===== src/rtl/kms_pkg.sv =====
package kms_pkg;
  typedef enum logic [1:0] {
    ST_SLEEP  = 2'd0,
    ST_SETTLE = 2'd1,
    ST_EMIT   = 2'd2,
    ST_REST   = 2'd3
  } kms_state_e;
endpackage


===== src/rtl/kms_sense_sync.sv =====
module kms_sense_sync #(
  parameter int unsigned WIDTH = 8
) (
  input  logic             clk_i,
  input  logic             rst_ni,
  input  logic [WIDTH-1:0] d_i,
  output logic [WIDTH-1:0] q_o
);
  logic [WIDTH-1:0] stage1_q;
  logic [WIDTH-1:0] stage2_q;

  // Reset to "released": pull-ups read high.
  always_ff @(posedge clk_i or negedge rst_ni) begin
    if (!rst_ni) begin
      stage1_q <= '1;
      stage2_q <= '1;
    end else begin
      stage1_q <= d_i;
      stage2_q <= stage1_q;
    end
  end

  assign q_o = stage2_q;
endmodule


===== src/rtl/kms_timer.sv =====
module kms_timer #(
  parameter int unsigned CNT_W = 8
) (
  input  logic             clk_i,
  input  logic             rst_ni,
  input  logic             clear_i,
  input  logic             run_i,
  input  logic [CNT_W-1:0] limit_i,
  output logic             done_o
);
  logic [CNT_W-1:0] cnt_q;

  assign done_o = run_i && (cnt_q == limit_i);

  always_ff @(posedge clk_i or negedge rst_ni) begin
    if (!rst_ni) begin
      cnt_q <= '0;
    end else if (clear_i) begin
      cnt_q <= '0;
    end else if (run_i && !done_o) begin
      cnt_q <= cnt_q + 1'b1;
    end
  end
endmodule


===== src/rtl/kms_drive_decode.sv =====
module kms_drive_decode
  import kms_pkg::*;
#(
  parameter int unsigned NUM_DRIVE = 6,
  parameter int unsigned ROW_W     = 3
) (
  input  kms_state_e           state_i,
  input  logic [ROW_W-1:0]     row_i,
  output logic [NUM_DRIVE-1:0] drive_no
);
  for (genvar g = 0; g < NUM_DRIVE; g++) begin : g_line
    always_comb begin
      unique case (state_i)
        ST_SLEEP:           drive_no[g] = 1'b0;
        ST_SETTLE, ST_EMIT: drive_no[g] = (row_i != ROW_W'(g));
        default:            drive_no[g] = 1'b1;
      endcase
    end
  end
endmodule


===== src/rtl/kms_hit_picker.sv =====
module kms_hit_picker #(
  parameter int unsigned NUM_SENSE = 8,
  parameter int unsigned COL_W     = 3
) (
  input  logic [NUM_SENSE-1:0] hits_i,
  output logic                 any_o,
  output logic [COL_W-1:0]     col_o,
  output logic [NUM_SENSE-1:0] onehot_o
);
  assign any_o = |hits_i;

  // Lowest set column wins, giving ascending code order.
  always_comb begin
    col_o    = '0;
    onehot_o = '0;
    for (int i = NUM_SENSE - 1; i >= 0; i--) begin
      if (hits_i[i]) begin
        col_o    = COL_W'(i);
        onehot_o = '0;
        onehot_o[i] = 1'b1;
      end
    end
  end
endmodule


===== src/rtl/key_matrix_scanner.sv =====
module key_matrix_scanner
  import kms_pkg::*;
#(
  parameter int unsigned NUM_DRIVE  = 6,
  parameter int unsigned NUM_SENSE  = 8,
  parameter int unsigned SETTLE_CYC = 8,
  parameter int unsigned RESCAN_CYC = 500000,
  parameter int unsigned CODE_W     = $clog2(NUM_DRIVE * NUM_SENSE)
) (
  input  logic                 clk_i,
  input  logic                 rst_ni,
  input  logic [NUM_SENSE-1:0] sense_ni,
  output logic [NUM_DRIVE-1:0] drive_no,
  output logic                 key_valid_o,
  input  logic                 key_ready_i,
  output logic [CODE_W-1:0]    key_code_o,
  output logic                 key_irq_o
);
  localparam int unsigned ROW_W   = (NUM_DRIVE > 1) ? $clog2(NUM_DRIVE) : 1;
  localparam int unsigned COL_W   = (NUM_SENSE > 1) ? $clog2(NUM_SENSE) : 1;
  localparam int unsigned CNT_MAX = (SETTLE_CYC > RESCAN_CYC) ? SETTLE_CYC : RESCAN_CYC;
  localparam int unsigned CNT_W   = $clog2(CNT_MAX + 1);
  localparam logic [ROW_W-1:0] LAST_ROW   = ROW_W'(NUM_DRIVE - 1);
  localparam logic [CNT_W-1:0] SETTLE_LIM = CNT_W'(SETTLE_CYC - 1);
  localparam logic [CNT_W-1:0] RESCAN_LIM = CNT_W'(RESCAN_CYC - 1);

  kms_state_e state_q, state_d;
  logic [ROW_W-1:0]     row_q;
  logic [NUM_SENSE-1:0] hits_q;
  logic                 found_q;
  logic                 irq_q;

  logic [NUM_SENSE-1:0] sense_sync;
  logic                 activity;
  logic                 tmr_done;
  logic                 tmr_run;
  logic                 tmr_clear;
  logic [CNT_W-1:0]     tmr_limit;
  logic                 hit_any;
  logic [COL_W-1:0]     hit_col;
  logic [NUM_SENSE-1:0] hit_onehot;

  kms_sense_sync #(.WIDTH(NUM_SENSE)) u_sync (
    .clk_i  (clk_i),
    .rst_ni (rst_ni),
    .d_i    (sense_ni),
    .q_o    (sense_sync)
  );

  // Any-key term: high when any synchronised sense line is low.
  assign activity = ~&sense_sync;

  assign tmr_run   = (state_q == ST_SETTLE) || (state_q == ST_REST);
  assign tmr_limit = (state_q == ST_REST) ? RESCAN_LIM : SETTLE_LIM;
  assign tmr_clear = (state_d != state_q);

  kms_timer #(.CNT_W(CNT_W)) u_timer (
    .clk_i   (clk_i),
    .rst_ni  (rst_ni),
    .clear_i (tmr_clear),
    .run_i   (tmr_run),
    .limit_i (tmr_limit),
    .done_o  (tmr_done)
  );

  kms_hit_picker #(.NUM_SENSE(NUM_SENSE), .COL_W(COL_W)) u_pick (
    .hits_i   (hits_q),
    .any_o    (hit_any),
    .col_o    (hit_col),
    .onehot_o (hit_onehot)
  );

  kms_drive_decode #(.NUM_DRIVE(NUM_DRIVE), .ROW_W(ROW_W)) u_drive (
    .state_i  (state_q),
    .row_i    (row_q),
    .drive_no (drive_no)
  );

  always_comb begin
    state_d = state_q;
    unique case (state_q)
      ST_SLEEP:  if (activity) state_d = ST_SETTLE;
      ST_SETTLE: if (tmr_done) state_d = ST_EMIT;
      ST_EMIT: begin
        if (!hit_any) begin
          if (row_q != LAST_ROW)  state_d = ST_SETTLE;
          else if (found_q)       state_d = ST_REST;
          else                    state_d = ST_SLEEP;
        end
      end
      ST_REST:   if (tmr_done) state_d = ST_SETTLE;
      default:   state_d = ST_SLEEP;
    endcase
  end

  always_ff @(posedge clk_i or negedge rst_ni) begin
    if (!rst_ni) begin
      state_q <= ST_SLEEP;
      row_q   <= '0;
      hits_q  <= '0;
      found_q <= 1'b0;
      irq_q   <= 1'b0;
    end else begin
      state_q <= state_d;
      irq_q   <= (state_q == ST_SLEEP) && activity;
      unique case (state_q)
        ST_SLEEP: begin
          if (activity) begin
            row_q   <= '0;
            found_q <= 1'b0;
          end
        end
        ST_SETTLE: begin
          if (tmr_done) begin
            hits_q  <= ~sense_sync;
            found_q <= found_q | (|(~sense_sync));
          end
        end
        ST_EMIT: begin
          if (hit_any) begin
            if (key_ready_i) hits_q <= hits_q & ~hit_onehot;
          end else if (row_q != LAST_ROW) begin
            row_q <= row_q + 1'b1;
          end
        end
        ST_REST: begin
          if (tmr_done) begin
            row_q   <= '0;
            found_q <= 1'b0;
          end
        end
        default: ;
      endcase
    end
  end

  assign key_valid_o = (state_q == ST_EMIT) && hit_any;
  assign key_code_o  = CODE_W'(row_q) * CODE_W'(NUM_SENSE) + CODE_W'(hit_col);
  assign key_irq_o   = irq_q;
endmodule


===== config.mk =====
export PLATFORM = sky130hd
export DESIGN_NAME = key_matrix_scanner
export DESIGN_NICKNAME = d
export VERILOG_FILES = /design/src/rtl/kms_pkg.sv /design/src/rtl/kms_sense_sync.sv /design/src/rtl/kms_timer.sv /design/src/rtl/kms_drive_decode.sv /design/src/rtl/kms_hit_picker.sv /design/src/rtl/key_matrix_scanner.sv
export SDC_FILE = /design/constraint.sdc
export NUM_CORES = 1
export LEC_CHECK = 0
export BUFFER_PORTS_ARGS = -buffer_cell sky130_fd_sc_hd__buf_2
export CORE_ASPECT_RATIO = 0.8
export CORE_MARGIN = 8
export CORE_UTILIZATION = 36
export DETAILED_ROUTE_END_ITERATION = 8
export PLACE_DENSITY = 0.63
export SLEW_MARGIN = 20
export SYNTH_ARGS = -nofsm -noshare
export SYNTH_HDL_FRONTEND = slang
export SYNTH_SLANG_ARGS = --single-unit

===== constraint.sdc =====
create_clock -name clk_i -period 2.75 [get_ports clk_i]
set_input_delay 0.275 -clock clk_i [delete_from_list [all_inputs] [get_ports clk_i]]
set_output_delay 0.275 -clock clk_i [all_outputs]
set_load 0.02 [all_outputs]

# Yosys cells after proc, flatten, opt, wreduce, memory -nomap -nowiden
# Cells that the tools add are included.
# word_totals
register_bits,50
input_bits,11
output_inout_bits,14
# op_classes
add_sub_neg,3
eq_ne,17
muxes,45
n_bitwise,4
reduce_logical,20
# ops
cell,n
two-way mux 8 bit,11
two-way mux 19 bit,3
two-way mux 3 bit,12
adder 19 x 1 -> 19 bit (second input constant),1
equality test 19 bit,1
NOT 8 bit,2
one-hot mux 8 bit (2 select lines),1
OR reduction 8 bit,2
two-way mux 2 bit,6
one-hot mux 1 bit (2 select lines),6
!= test 2 bit (second input constant),5
one-hot mux 3 bit (3 select lines),1
nonzero test 3 bit,3
bitwise AND 8 bit,1
one-hot mux 2 bit (4 select lines),1
AND reduction 4 bit,2
AND reduction 8 bit,1
adder 6 x 3 -> 6 bit,1
!= test 3 x 2 -> 1 bit (second input constant),2
!= test 3 bit (second input constant),2
AND reduction 5 bit,1
equality test 2 bit (second input constant),2
logical AND 1 bit,4
!= test 2 x 1 -> 1 bit (second input constant),2
12 further kinds,16

# Depth between registers and ports, before layout
# Gate-level depths: netlist of the first run.
# logic_depth
depth_word,13
depth_mapped,9

# Cells and area by module
# A second synthesis of the first run with hierarchy kept.
# unflattened
cells_unflattened,309
hier_area_um2,3029.2
# modules_own_cells
module,n_inst,cells_per_inst,area_per_inst_um2
kms_timer,1,146,1405.1
key_matrix_scanner,1,110,967.2
kms_sense_sync,1,16,420.4
kms_hit_picker,1,23,145.1
kms_drive_decode,1,14,91.3

# Worst setup path before layout of the first run
# Ideal clock, no wire load.
# synth_timing
kind,flip-flop to flip-flop
from,register state_q[1]
to,register hits_q[1]
setup_time_ns,0.080
arrival_time_ns,1.962
required_time_ns,2.670
slack_ns,0.708
stages_incl_launch_ff,9
path_buffers,1
period_less_slack_ns,2.042
path_cell_list,dfrtp_1 > ha_1 > nand4_1 > or3_4 > a21oi_4 > o22ai_2 > or2_1 > buf_4 > o22ai_2
# synth_via
elab_chain_cells,6
word_cells_on_any_way,13
classes_between,7 x eq/ne; 2 x mux; 4 x reduce/logical
# synth_lines
element,line,rtl
start: declaration,key_matrix_scanner.sv:27,"kms_state_e state_q, state_d;"
start signal: assignment,key_matrix_scanner.sv:104,state_q <= state_d;
equality test 2 bit,"key_matrix_scanner.sv:53, key_matrix_scanner.sv:54",
two-way mux 19 bit,key_matrix_scanner.sv:54,assign tmr_limit = (state_q == ST_REST) ? RESCAN_LIM : SETTLE_LIM;
equality test 19 bit,kms_timer.sv:13,assign done_o = run_i && (cnt_q == limit_i);
logical AND 1 bit,kms_timer.sv:13,
!= test 2 x 1 -> 1 bit (no line),n/a,
AND reduction 4 bit (no line),n/a,
end signal: assignment,key_matrix_scanner.sv:115,hits_q <= ~sense_sync;
end signal: assignment,key_matrix_scanner.sv:121,if (key_ready_i) hits_q <= hits_q & ~hit_onehot;
end: declaration,key_matrix_scanner.sv:29,logic [NUM_SENSE-1:0] hits_q;
# Parallel ways exist; a longest one is shown, timed or not.
# A chain may end at the register's enable or synchronous reset.

# Worst setup path in the final report of the first run
# layout_timing
from,register state_q[1]
to,register hits_q[4]
# The elaborated chain is that of the path after synthesis.

==> run summary, run 1 <==
Rel. slew slack: 61.5%
setup TNS: 0 ns
Async SR Flop Fraction: 100%
final-report hold violation count: 0
top-count cell post-synth: nor2_1
Final setup viols: 0
period utilization: 92.0%
Max-Cap Viols: 0
worst-path maximum fanout: 16
final wirelength: 5.21 mm
share of cells above drive strength 1: 21.1%
Worst Skew: 0.0118 ns
power density cells: 824 nW/um^2
I/O pins: 25
Tmin final: 2.53 ns
Setup CP Type: reg2reg
DP Worst Slack: 0.258 ns
final-layout fill cell count: 717
vias per cell: 5.07
setup repair after global routing missed its margin: false
Die ar.: 10,400 um^2
Seq/Total Area, Yosys: 47.8%
Hold Path Class: in2reg
post-route ant nets: 0
Initial Util: 36.5%
CTS sink cnt: 50
Synth-to-Final Area Change: 12.7%
cell accounting for the most synthesized area: dfrtp_1
cell leakage power: 1.27 nW
Syn Nets: 298
most common library cells after synthesis: 36 x nor2_1, 34 x dfrtp_1, 22 x nand2_1, 18 x xnor2_1, 16 x dfstp_2
FF+latch count, synth: 50
PortBufs: 24
CTS Buf Count: 5
Detail Placement HPWL: 3.70 mm
DRT iter0 DRCs: 105
gr ovfl total: 0
# diodes: 0
row count: 28
Startpoint Class: flip-flop
WP data required: 2.98 ns
CTS root buf: clkbuf_8
number of global-route vias before repair: 1,929
status: complete, no violations
worst-case clock buffer depth: 2
RePlAce Congestion: 0.811
synth warn: 0
first-pass GRT wire length: 9.03 mm
Synth top area share: 32.0%
Syn Std Cell Area: 2660 um^2
Overall Power: 2.47 mW
largest net degree at the start of global routing: 28
initial antenna violation count: 0
Slew Viols, Final: 0
Unique masters post-synth: 46
clock latency at the later pin of the worst-skew pair: 0.31 ns
CTS tree: done
EDFF count, synth: 0
average cell area after synthesis: 9.67 um^2
worst hold slack: 0.0544 ns
Clock transition at path regs: 0.11 ns
top cells by area, synth: dfrtp_1 32%, dfstp_2 16%, xnor2_1 5.9%
PostCTS Resize Cnt: 0
final setup margin: 0.220 ns
die height: 92.9 um
core area: 7290 um^2
DR pass1 iterations: 5
Peak VDD IR: 0.338 mV
Worst-Margin Slew: 0.572 ns
gr usage total: 10.4%
routed vias: 1,998
WL per Instance: 13.2 um
top_reg_cell synth: dfrtp_1
Mapped Cells: 275
critical path arrival: 2.76 ns
H-tree level count: 2
Max Fclk: 0.395 GHz
DRC: 0
CP endpoint kind: flip-flop
Die Wd: 112 um
nets@finish: 326
state kept, by name, indices dropped and copies added, names as in the netlist:
signal           cells
u_timer.cnt_q       19
hits_q               8
u_sync.q_o           8
u_sync.stage1_q      8
row_q                3
state_q              2
found_q              1
key_irq_o            1
where the power goes:
group	leakage [nW]	total [mW]	internal, mW	switching [mW]
clock	0.0506	0.463	0.191	0.272
sequential	0.619	0.979	0.862	0.117
combinational	0.604	1.03	0.384	0.643
total	1.27	2.47	1.44	1.03
worst max-delay path, stage by stage (launching register included):
cell     delay, ns
dfrtp_1       0.49
ha_1          0.33
nand4_1       0.12
or3_4         0.36
a21oi_4       0.38
o22ai_2       0.22
or2_1         0.37
o22ai_2       0.17
cell families (layout without fill, tap and decap cells):
logic type,count (synthesis),in the layout,share of synthesized area [%]
XOR/XNOR,18,18,5.93
multiplexers,3,3,1.13
flip-flops,50,50,47.8
AND/OR/NAND/NOR,117,117,22.5
buffers and inverters,22,51,3.62
adder cells (fa/ha/maj),12,12,5.65
AO/OA/AOI/OAI,53,53,13.4
cell type report:
| type | count | area, um^2 | area share, % |
|---|---|---|---|
| Multi-Input combinational cell | 203 | 1290 | 43.1 |
| Clock inverter | 3 | 28.8 | 0.960 |
| Tap cell | 90 | 113 | 3.76 |
| Inverter | 11 | 41.3 | 1.38 |
| Timing Repair Buffer | 32 | 183 | 6.10 |
| Sequential cell | 50 | 1270 | 42.4 |
| Clock buffer | 5 | 68.8 | 2.30 |
cell usage in the layout, fill, tap and decap left out, types with 3 or more instances in the layout:
master,count
a21boi_0,3
a21oi_1,15
and3_1,4
buf_2,24
buf_4,7
clkbuf_8,5
dfrtp_1,34
dfstp_2,16
ha_1,12
inv_1,11
mux2i_1,3
nand2_1,22
nand3_1,8
nand4_1,6
nor2_1,36
nor2b_1,4
nor3_1,15
nor4_1,5
nor4b_1,3
o21ai_0,11
o21ai_1,4
o22ai_2,4
xnor2_1,18
per-stage QoR:
stage | instance area (um^2) | utilization (%) | cells
2_1_floorplan | 2660 | - | 275
3_3_place_gp | 2890 | 39.6 | 385
3_5_place_dp | 2890 | 39.6 | 385
4_1_cts | 3000 | 41.1 | 394
5_1_grt | 3000 | 41.1 | 394
6_report | 3000 | 41.1 | 394
routing by layer:
| metal | share of wire, % | global-route usage, % | up-vias |
|---|---|---|---|
| met3 | 4.1 | 2.47 | 2 |
| met4 | 0.48 | 2.69 | 0 |
| met5 | 0 | 0 | - |
| met2 | 43 | 15.9 | 37 |
| met1 | 52 | 14.4 | 939 |
| li1 | - | - | 1020 |
final timing paths:
path | start | end | slack, ns | cells past startpoint
min | sense_ni[2] | u_sync.stage1_q[2]$_DFF_PN1_ | 0.05 | 1
max reg2reg | state_q[1]$_DFF_PN0_ | hits_q[4]$_DFFE_PN0P_ | 0.22 | 7
max in group asynchronous | rst_ni | u_sync.stage1_q[4]$_DFF_PN1_ | 1.46 | 3
max | state_q[1]$_DFF_PN0_ | hits_q[4]$_DFFE_PN0P_ | 0.22 | 7
min reg2reg | u_sync.stage1_q[7]$_DFF_PN1_ | u_sync.q_o[7]$_DFF_PN1_ | 0.36 | 0
min in group asynchronous | rst_ni | found_q$_DFFE_PN0P_ | 0.50 | 2
timing repair:
action | in CTS | in global routing
buffers inserted | 0 | 0
hold buffers | 1 | 0
endpoints found under the hold margin | 23 | 0
(Power assumes the default switching activity.)
==> run 2: changes to the inputs <==
Settings changed: PLACE_DENSITY 0.63 to 0.51, SKIP_LAST_GASP set to 1, SYNTH_HIERARCHICAL set to 1.
==> run 2 against run 1 <==
Net effect:
- the run now ends with setup timing left
- global-route usage is 1.9 points higher
- worst hold slack lost 0.011 ns
- routed wire length rose by 30%
- setup slack worse by 0.50 ns
- sequential power shrank 16%
- register-to-register slack worse by 0.50 ns
- clock power is 3% higher
- highest routed layer unchanged
==> run summary, run 2 <==
status: complete, but fails checks
failing checks: setup timing
Cell Chain, Critical Path: ha_4 -> buf_4 -> xor2_1 -> nor4_2 -> nand4_2 -> nor3_4 -> buf_4 -> and2b_1 -> a21oi_1 -> and3_1 -> a221o_1 -> buf_12 -> nor2b_1 -> mux2_1
DR pass1 iterations: 4 (-1)
CTS root buf: clkbuf_8
Final setup viols: 15 (+15)
Initial Util: 36.4% (-0.14 points)
worst-case clock buffer depth: 2 (unchanged)
share of cells above drive strength 1: 36.9% (+16 points)
CP endpoint kind: flip-flop
final wirelength: 6.76 mm (+30%)
row count: 30 (+7.1%)
Crit path top cell by count: buf_4
Hold Path Class: in2reg
WP data required: 2.96 ns (-0.02 ns)
net load switching power: 881 uW (-15%)
worst-path maximum fanout: 25 (+9)
final-layout fill cell count: 819 (+14%)
Seq/Total Area, Yosys: 42.0% (-5.8 points)
most common library cells after synthesis: 34 x dfrtp_1, 30 x nor2_1, 23 x o21ai_0, 21 x xor2_1, 20 x nor2b_1
synth warn: 6 (+6)
Largest register FFs: 19 (unchanged)
Internal: 1.42 mW (-1.0%)
Synth top area share: 28.1% (-3.9 points)
CTS Buf Count: 5 (unchanged)
number of global-route vias before repair: 2,471 (+28%)
Max-Cap Viols: 0 (unchanged)
gr usage total: 12.3% (+1.9 points)
most frequent cells in the layout: 52 x buf_4, 32 x dfrtp_1, 30 x nor2_1
CTS tree: done
EDFF count, synth: 0 (unchanged)
cell leakage power: 1.79 nW (+41%)
Tmin final: 3.03 ns (+0.503 ns)
average cell area after synthesis: 9.80 um^2 (+1.4%)
sequential power share: 35.8% (-3.9 points)
Setup Buffers After CTS: 0 (unchanged)
core area: 8330 um^2 (+14%)
switching portion of total power: 38.2% (-3.6 points)
setup repair after global routing missed its margin: true
Post-CTS Hold Buffers: 0 (-1)
final setup margin: -0.283 ns (-0.503 ns)
RePlAce Congestion: 0.866 (+6.8%)
clock latency at the later pin of the worst-skew pair: 0.31 ns (about the same)
Synth-to-Final Area Change: 27.1%
top cells by area, synth: dfrtp_1 28%, dfstp_2 14%, xor2_1 6.1%
DP Worst Slack: -0.325 ns (-0.584 ns)
power share of the combinational group: 43.5% (+1.9 points)
Die Wd: 119 um (+5.8%)
period utilization: 110% (+18 points)
Die ar.: 11,600 um^2 (+12%)
nets@finish: 413 (+27%)
top-count cell post-synth: dfrtp_1
post-route ant nets: 0 (unchanged)
DP Area: 3720 um^2 (+29%)
Worst path max stage delay: 0.44 ns (-0.05 ns)
CP max-delay cell: dfrtp_2
most common cell after layout, fill and taps aside: buf_4
Slew Viols, Final: 0 (unchanged)
Syn Std Cell Area: 3030 um^2 (+14%)
Async SR Flop Fraction: 100% (unchanged)
Mapped Cells: 309 (+12%)
first-pass GRT wire length: 11.8 mm (+31%)
final-report hold violation count: 0 (unchanged)
gr ovfl total: 0 (unchanged)
critical path arrival: 3.24 ns (+0.48 ns)
Clock transition at path regs: 0.11 ns (about the same)
fin area: 3850 um^2 (+29%)
CTS sink cnt: 50 (unchanged)
most flop-heavy register: u_timer/cnt_q
PortBufs: 24 (unchanged)
FF+latch count, synth: 50 (unchanged)
Max Fclk: 0.330 GHz (-17%)
CP top delay family: simple AND/OR/NAND/NOR gates
worst hold slack: 0.0437 ns (-0.0106 ns)
Startpoint Class: flip-flop
# diodes: 0 (unchanged)
Detail Placement HPWL: 5.05 mm (+36%)
H-tree level count: 2 (unchanged)
vias per cell: 4.79 (-5.6%)
initial antenna violation count: 0 (unchanged)
Unique masters post-synth: 61 (+33%)
Worst-Margin Slew: 0.945 ns (+0.372 ns)
DRT iter0 DRCs: 124 (+18%)
largest net degree at the start of global routing: 43 (+54%)
non-filler instance count after layout: 505 (+28%)
power density cells: 598 nW/um^2 (-27%)
Rel. slew slack: 37.0% (-24 points)
WL per Instance: 13.4 um (+1.2%)
clock power share: 20.7% (+1.9 points)
Setup CP Type: reg2reg
top_reg_cell synth: dfrtp_1
die height: 98.0 um (+5.6%)
CP Buf/Inv Count: 3 (+3)
Peak VDD IR: 0.323 mV (-4.5%)
routed vias: 2,418 (+21%)
I/O pins: 25 (unchanged)
cell accounting for the most synthesized area: dfrtp_1
Worst Skew: 0.0103 ns (-0.00149 ns)
DRC: 0 (unchanged)
placed cells: 497 (+29%)
[run 2: cell count changes after synthesis, moves of 5 or more]
cell | before | now
xnor2_1 | 18 | 1
nor3_1 | 15 | 5
nor2b_1 | 4 | 20
nor2_1 | 36 | 30
nand2_1 | 22 | 17
mux2_4 | 0 | 6
o21ai_0 | 11 | 23
inv_1 | 11 | 17
xor2_1 | 0 | 21
or4_1 | 0 | 6
[run 2: final timing paths]
kind / start / endpoint / slack, ns / cells after the start
max: state_q[0]$_DFF_PN0_ / u_timer/cnt_q[7]$_DFFE_PN0P_ / -0.28 / 14
min: sense_ni[2] / u_sync/stage1_q[2]$_DFF_PN1_ / 0.04 / 1
max reg2reg: state_q[0]$_DFF_PN0_ / u_timer/cnt_q[7]$_DFFE_PN0P_ / -0.28 / 14
min reg2reg: u_sync/stage1_q[0]$_DFF_PN1_ / u_sync/q_o[0]$_DFF_PN1_ / 0.35 / 0
max in group asynchronous: rst_ni / u_timer/cnt_q[5]$_DFFE_PN0P_ / 1.95 / 2
min in group asynchronous: rst_ni / hits_q[7]$_DFFE_PN0P_ / 0.11 / 1
[run 2: area by class of cell]
cell class	instances	area (um^2)	area share [%]
multi-input cells	241	1750	45.3
flip-flops and latches	50	1270	33.1
repair buffers	77	531	13.8
well taps	112	140	3.64
clock buffers	5	68.8	1.79
inverters	17	63.8	1.66
clock inverters	3	28.8	0.747
[run 2: metal layers]
metal / wire length (um) / GRT usage, % / share of wire (%) / vias to the layer above
met3: 257 / 2.60 / 3.8 / 7
met5: 0 / 0 / 0 / -
met2: 2870 / 18.0 / 43 / 49
li1: - / - / - / 1238
met4: 89 / 3.59 / 1.3 / 0
met1: 3540 / 17.7 / 52 / 1124
[run 2: worst reg2reg max path, cell delays in order (launching register included)]
cell and delay (ns):
dfrtp_2 0.44, ha_4 0.21, buf_4 0.14, xor2_1 0.14, nor4_2 0.23, nand4_2 0.18
nor3_4 0.24, buf_4 0.15, and2b_1 0.19, a21oi_1 0.15, and3_1 0.18, a221o_1 0.16
buf_12 0.17, nor2b_1 0.07, mux2_1 0.29
[run 2: kinds of logic after synthesis]
logic type      count (synthesis)  synth area share, %
other cells                     2                0.248
fa+ha+maj                      10                 4.13
flops                          50                 42.0
buf+inv                        27                 4.05
simple gates                  126                 25.8
mux                            11                 4.75
xor+xnor                       22                 6.36
compound gates                 61                 12.7
[run 2: metrics by stage]
stage	power, mW	utilization (%)	TNS (ns)
finish	2.30	46.2	-3.11
global route	2.46	46.2	-7.66
CTS	2.32	46.0	-3.17
detailed placement	1.81	44.7	-4.70
global placement	1.80	44.7	-3.19
floorplan	1.49	-	-1.30
[run 2: what timing repair did]
item	4_1_cts	5_1_grt
setup endpoints to repair	29	30
pin swaps	1	1
hold endpoints to repair	0	0
resized for setup	8	8
[run 2: power groups by stage]
stage / registers [mW] / logic (mW) / clock network (mW)
2_1_floorplan: 0.861 / 0.626 / 0
3_3_place_gp: 0.837 / 0.966 / 0
3_5_place_dp: 0.839 / 0.975 / 0
4_1_cts: 0.825 / 0.996 / 0.495
5_1_grt: 0.835 / 1.11 / 0.518
6_report: 0.825 / 1.00 / 0.476
==> run 3: changes to the inputs <==
Settings changed: PLACE_DENSITY 0.51 to 0.52.
Clock period 2.75 ns to 2.45 ns, I/O delays scaled along.
==> run 3 against run 2 <==
Net effect:
- the run still ends with setup timing left
- register-to-register slack got worse by 0.23 ns
- global-route usage rose by 0.14 points
- cell count rose by 4.8%
- setup slack got worse by 0.23 ns
- largest cell class unchanged
- highest routed layer unchanged
==> run summary, run 3 (synthesis results as in run 2) <==
status: complete, but fails checks
failing checks: setup timing
gr usage total: 12.5% (+0.14 points)
CTS Buf Count: 5 (unchanged)
Max Fclk: 0.337 GHz (+2.3%)
setup repair after global routing missed its margin: true
Internal: 1.68 mW (+18%)
Setup CP Type: reg2reg
CTS sink cnt: 50 (unchanged)
WP data required: 2.71 ns (-0.25 ns)
CTS tree: done
most common cell after layout, fill and taps aside: buf_4
H-tree level count: 2 (unchanged)
Tmin final: 2.96 ns (-0.0687 ns)
setup TNS: -8.98 ns (-5.88 ns)
nets@finish: 437 (+5.8%)
share of cells above drive strength 1: 41.5% (+4.6 points)
Synth-to-Final Area Change: 36.5%
initial antenna violation count: 0 (unchanged)
# diodes: 0 (unchanged)
clock latency at the later pin of the worst-skew pair: 0.32 ns (about the same)
Most Crowded Layer GR: met1
most frequent cells in the layout: 65 x buf_4, 32 x dfrtp_1, 30 x nor2_1
Rel. slew slack: 58.3% (+21 points)
first-pass GRT wire length: 12.0 mm (+2.0%)
DR pass1 iterations: 4 (unchanged)
largest net degree at the start of global routing: 29 (-33%)
DP Worst Slack: -0.569 ns (-0.243 ns)
final-report hold violation count: 0 (unchanged)
Die Wd: 119 um (unchanged)
DRT iter0 DRCs: 68 (-45%)
Reg2Reg Setup Slack: -0.51 ns (-0.23 ns)
period utilization: 121% (+11 points)
Hold Path Class: in2reg
non-filler instance count after layout: 529 (+4.8%)
met1 Use GR: 18.1% (+0.39 points)
WL per Instance: 13.5 um (+1.0%)
Largest register FFs: 19 (unchanged)
Overall Power: 2.72 mW (+18%)
final wirelength: 7.15 mm (+5.8%)
most flop-heavy register: u_timer/cnt_q
number of global-route vias before repair: 2,443 (-1.1%)
CP endpoint kind: flip-flop
GR Layer Usage met2: 17.8% (-0.13 points)
Final setup viols: 30 (+15)
die height: 98.0 um (unchanged)
routed vias: 2,525 (+4.4%)
final setup margin: -0.514 ns (-0.231 ns)
Worst-Margin Slew: 0.625 ns (-0.319 ns)
PortBufs: 24 (unchanged)
post-route ant nets: 0 (unchanged)
core area: 8330 um^2 (unchanged)
Max-Cap Viols: 0 (unchanged)
vias per cell: 4.77 (-0.31%)
worst-path maximum fanout: 24 (-4.0%)
clock power share: 19.5% (-1.2 points)
Startpoint Class: flip-flop
Peak VDD IR: 0.443 mV (+37%)
Final Util: 49.6% (+3.4 points)
Die ar.: 11,600 um^2 (unchanged)
final-layout fill cell count: 798 (-2.6%)
Clock transition at path regs: 0.10 ns (about the same)
DRC: 0 (unchanged)
routing usage on met3: 2.65% (+0.058 points)
sequential power share: 34.0% (-1.8 points)
worst-case clock buffer depth: 2 (unchanged)
RePlAce Congestion: 0.868 (+0.16%)
power share of the combinational group: 46.5% (+3.0 points)
Worst Skew: 0.00984 ns (-0.000462 ns)
switching portion of total power: 38.2% (-0.076 points)
Initial Util: 36.4% (unchanged)
critical path arrival: 3.22 ns (-0.02 ns)
CTS root buf: clkbuf_8
Detail Placement HPWL: 5.29 mm (+4.7%)
net load switching power: 1.04 mW (+18%)
Slew Viols, Final: 0 (unchanged)
I/O pins: 25 (unchanged)
gr ovfl total: 0 (unchanged)
power density cells: 657 nW/um^2 (+9.9%)
row count: 30 (unchanged)
placed cells: 510 (+2.6%)
cell leakage power: 1.94 nW (+8.3%)
-- run 3: worst paths after layout --
kind                                           endpoint                    startpoint  cells past startpoint
max                        u_timer/cnt_q[3]$_DFFE_PN0P_          state_q[1]$_DFF_PN0_                     13
max in group asynchronous       u_sync/q_o[1]$_DFF_PN1_                        rst_ni                      3
min in group asynchronous  u_timer/cnt_q[9]$_DFFE_PN0P_                        rst_ni                      2
min                        u_sync/stage1_q[5]$_DFF_PN1_                   sense_ni[5]                      1
min reg2reg                     u_sync/q_o[3]$_DFF_PN1_  u_sync/stage1_q[3]$_DFF_PN1_                      0
max reg2reg                u_timer/cnt_q[3]$_DFFE_PN0P_          state_q[1]$_DFF_PN0_                     13
-- run 3: layer usage --
layer | part of all wire (%) | up-vias | wire length [um]
li1 | - | 1290 | -
met1 | 52 | 1182 | 3750
met2 | 43 | 44 | 3060
met3 | 3.6 | 9 | 257
met4 | 1.3 | 0 | 91
met5 | 0 | - | 0
-- run 3: worst max-delay path, stage by stage, from the launching register on --
cell      delay, ns
dfrtp_2        0.44
ha_4           0.20
buf_6          0.14
xor2_1         0.14
nor4_2         0.23
nand4_2        0.19
nor3_4         0.20
o21a_1         0.15
a311oi_2       0.06
and3_1         0.18
a221o_1        0.30
buf_12         0.17
or4_1          0.46
nand2_1        0.07
-- run 3: power by group through the flow --
stage	sequential (mW)	combinational (mW)	clock [mW]
after detailed placement	0.939	1.19	0
after global placement	0.937	1.19	0
after floorplan	0.966	0.723	0
final	0.923	1.26	0.529
after CTS	0.924	1.22	0.557
after global routing	0.932	1.40	0.586
-- run 3: cell type report --
class	instances	area, um^2	area share, %
multi-input cells	241	1810	43.7
flip-flops and latches	50	1270	30.8
repair buffers	101	752	18.2
well taps	112	140	3.39
clock buffers	5	68.8	1.66
inverters	17	63.8	1.54
clock inverters	3	28.8	0.696
-- run 3: metrics by stage --
step	hold slack [ns]	area (um^2)
2_1_floorplan	-0.0506	3150
3_3_place_gp	0.292	3850
3_5_place_dp	0.297	3850
4_1_cts	0.00556	4000
5_1_grt	0.000145	4130
6_report	0.0190	4130
-- run 3: timing repair --
item,CTS,global route
buffers inserted,2,3
endpoints found under the setup margin,31,33
resized for setup,4,20
endpoints found under the hold margin,18,5
pin swaps,8,7
hold buffers,2,5
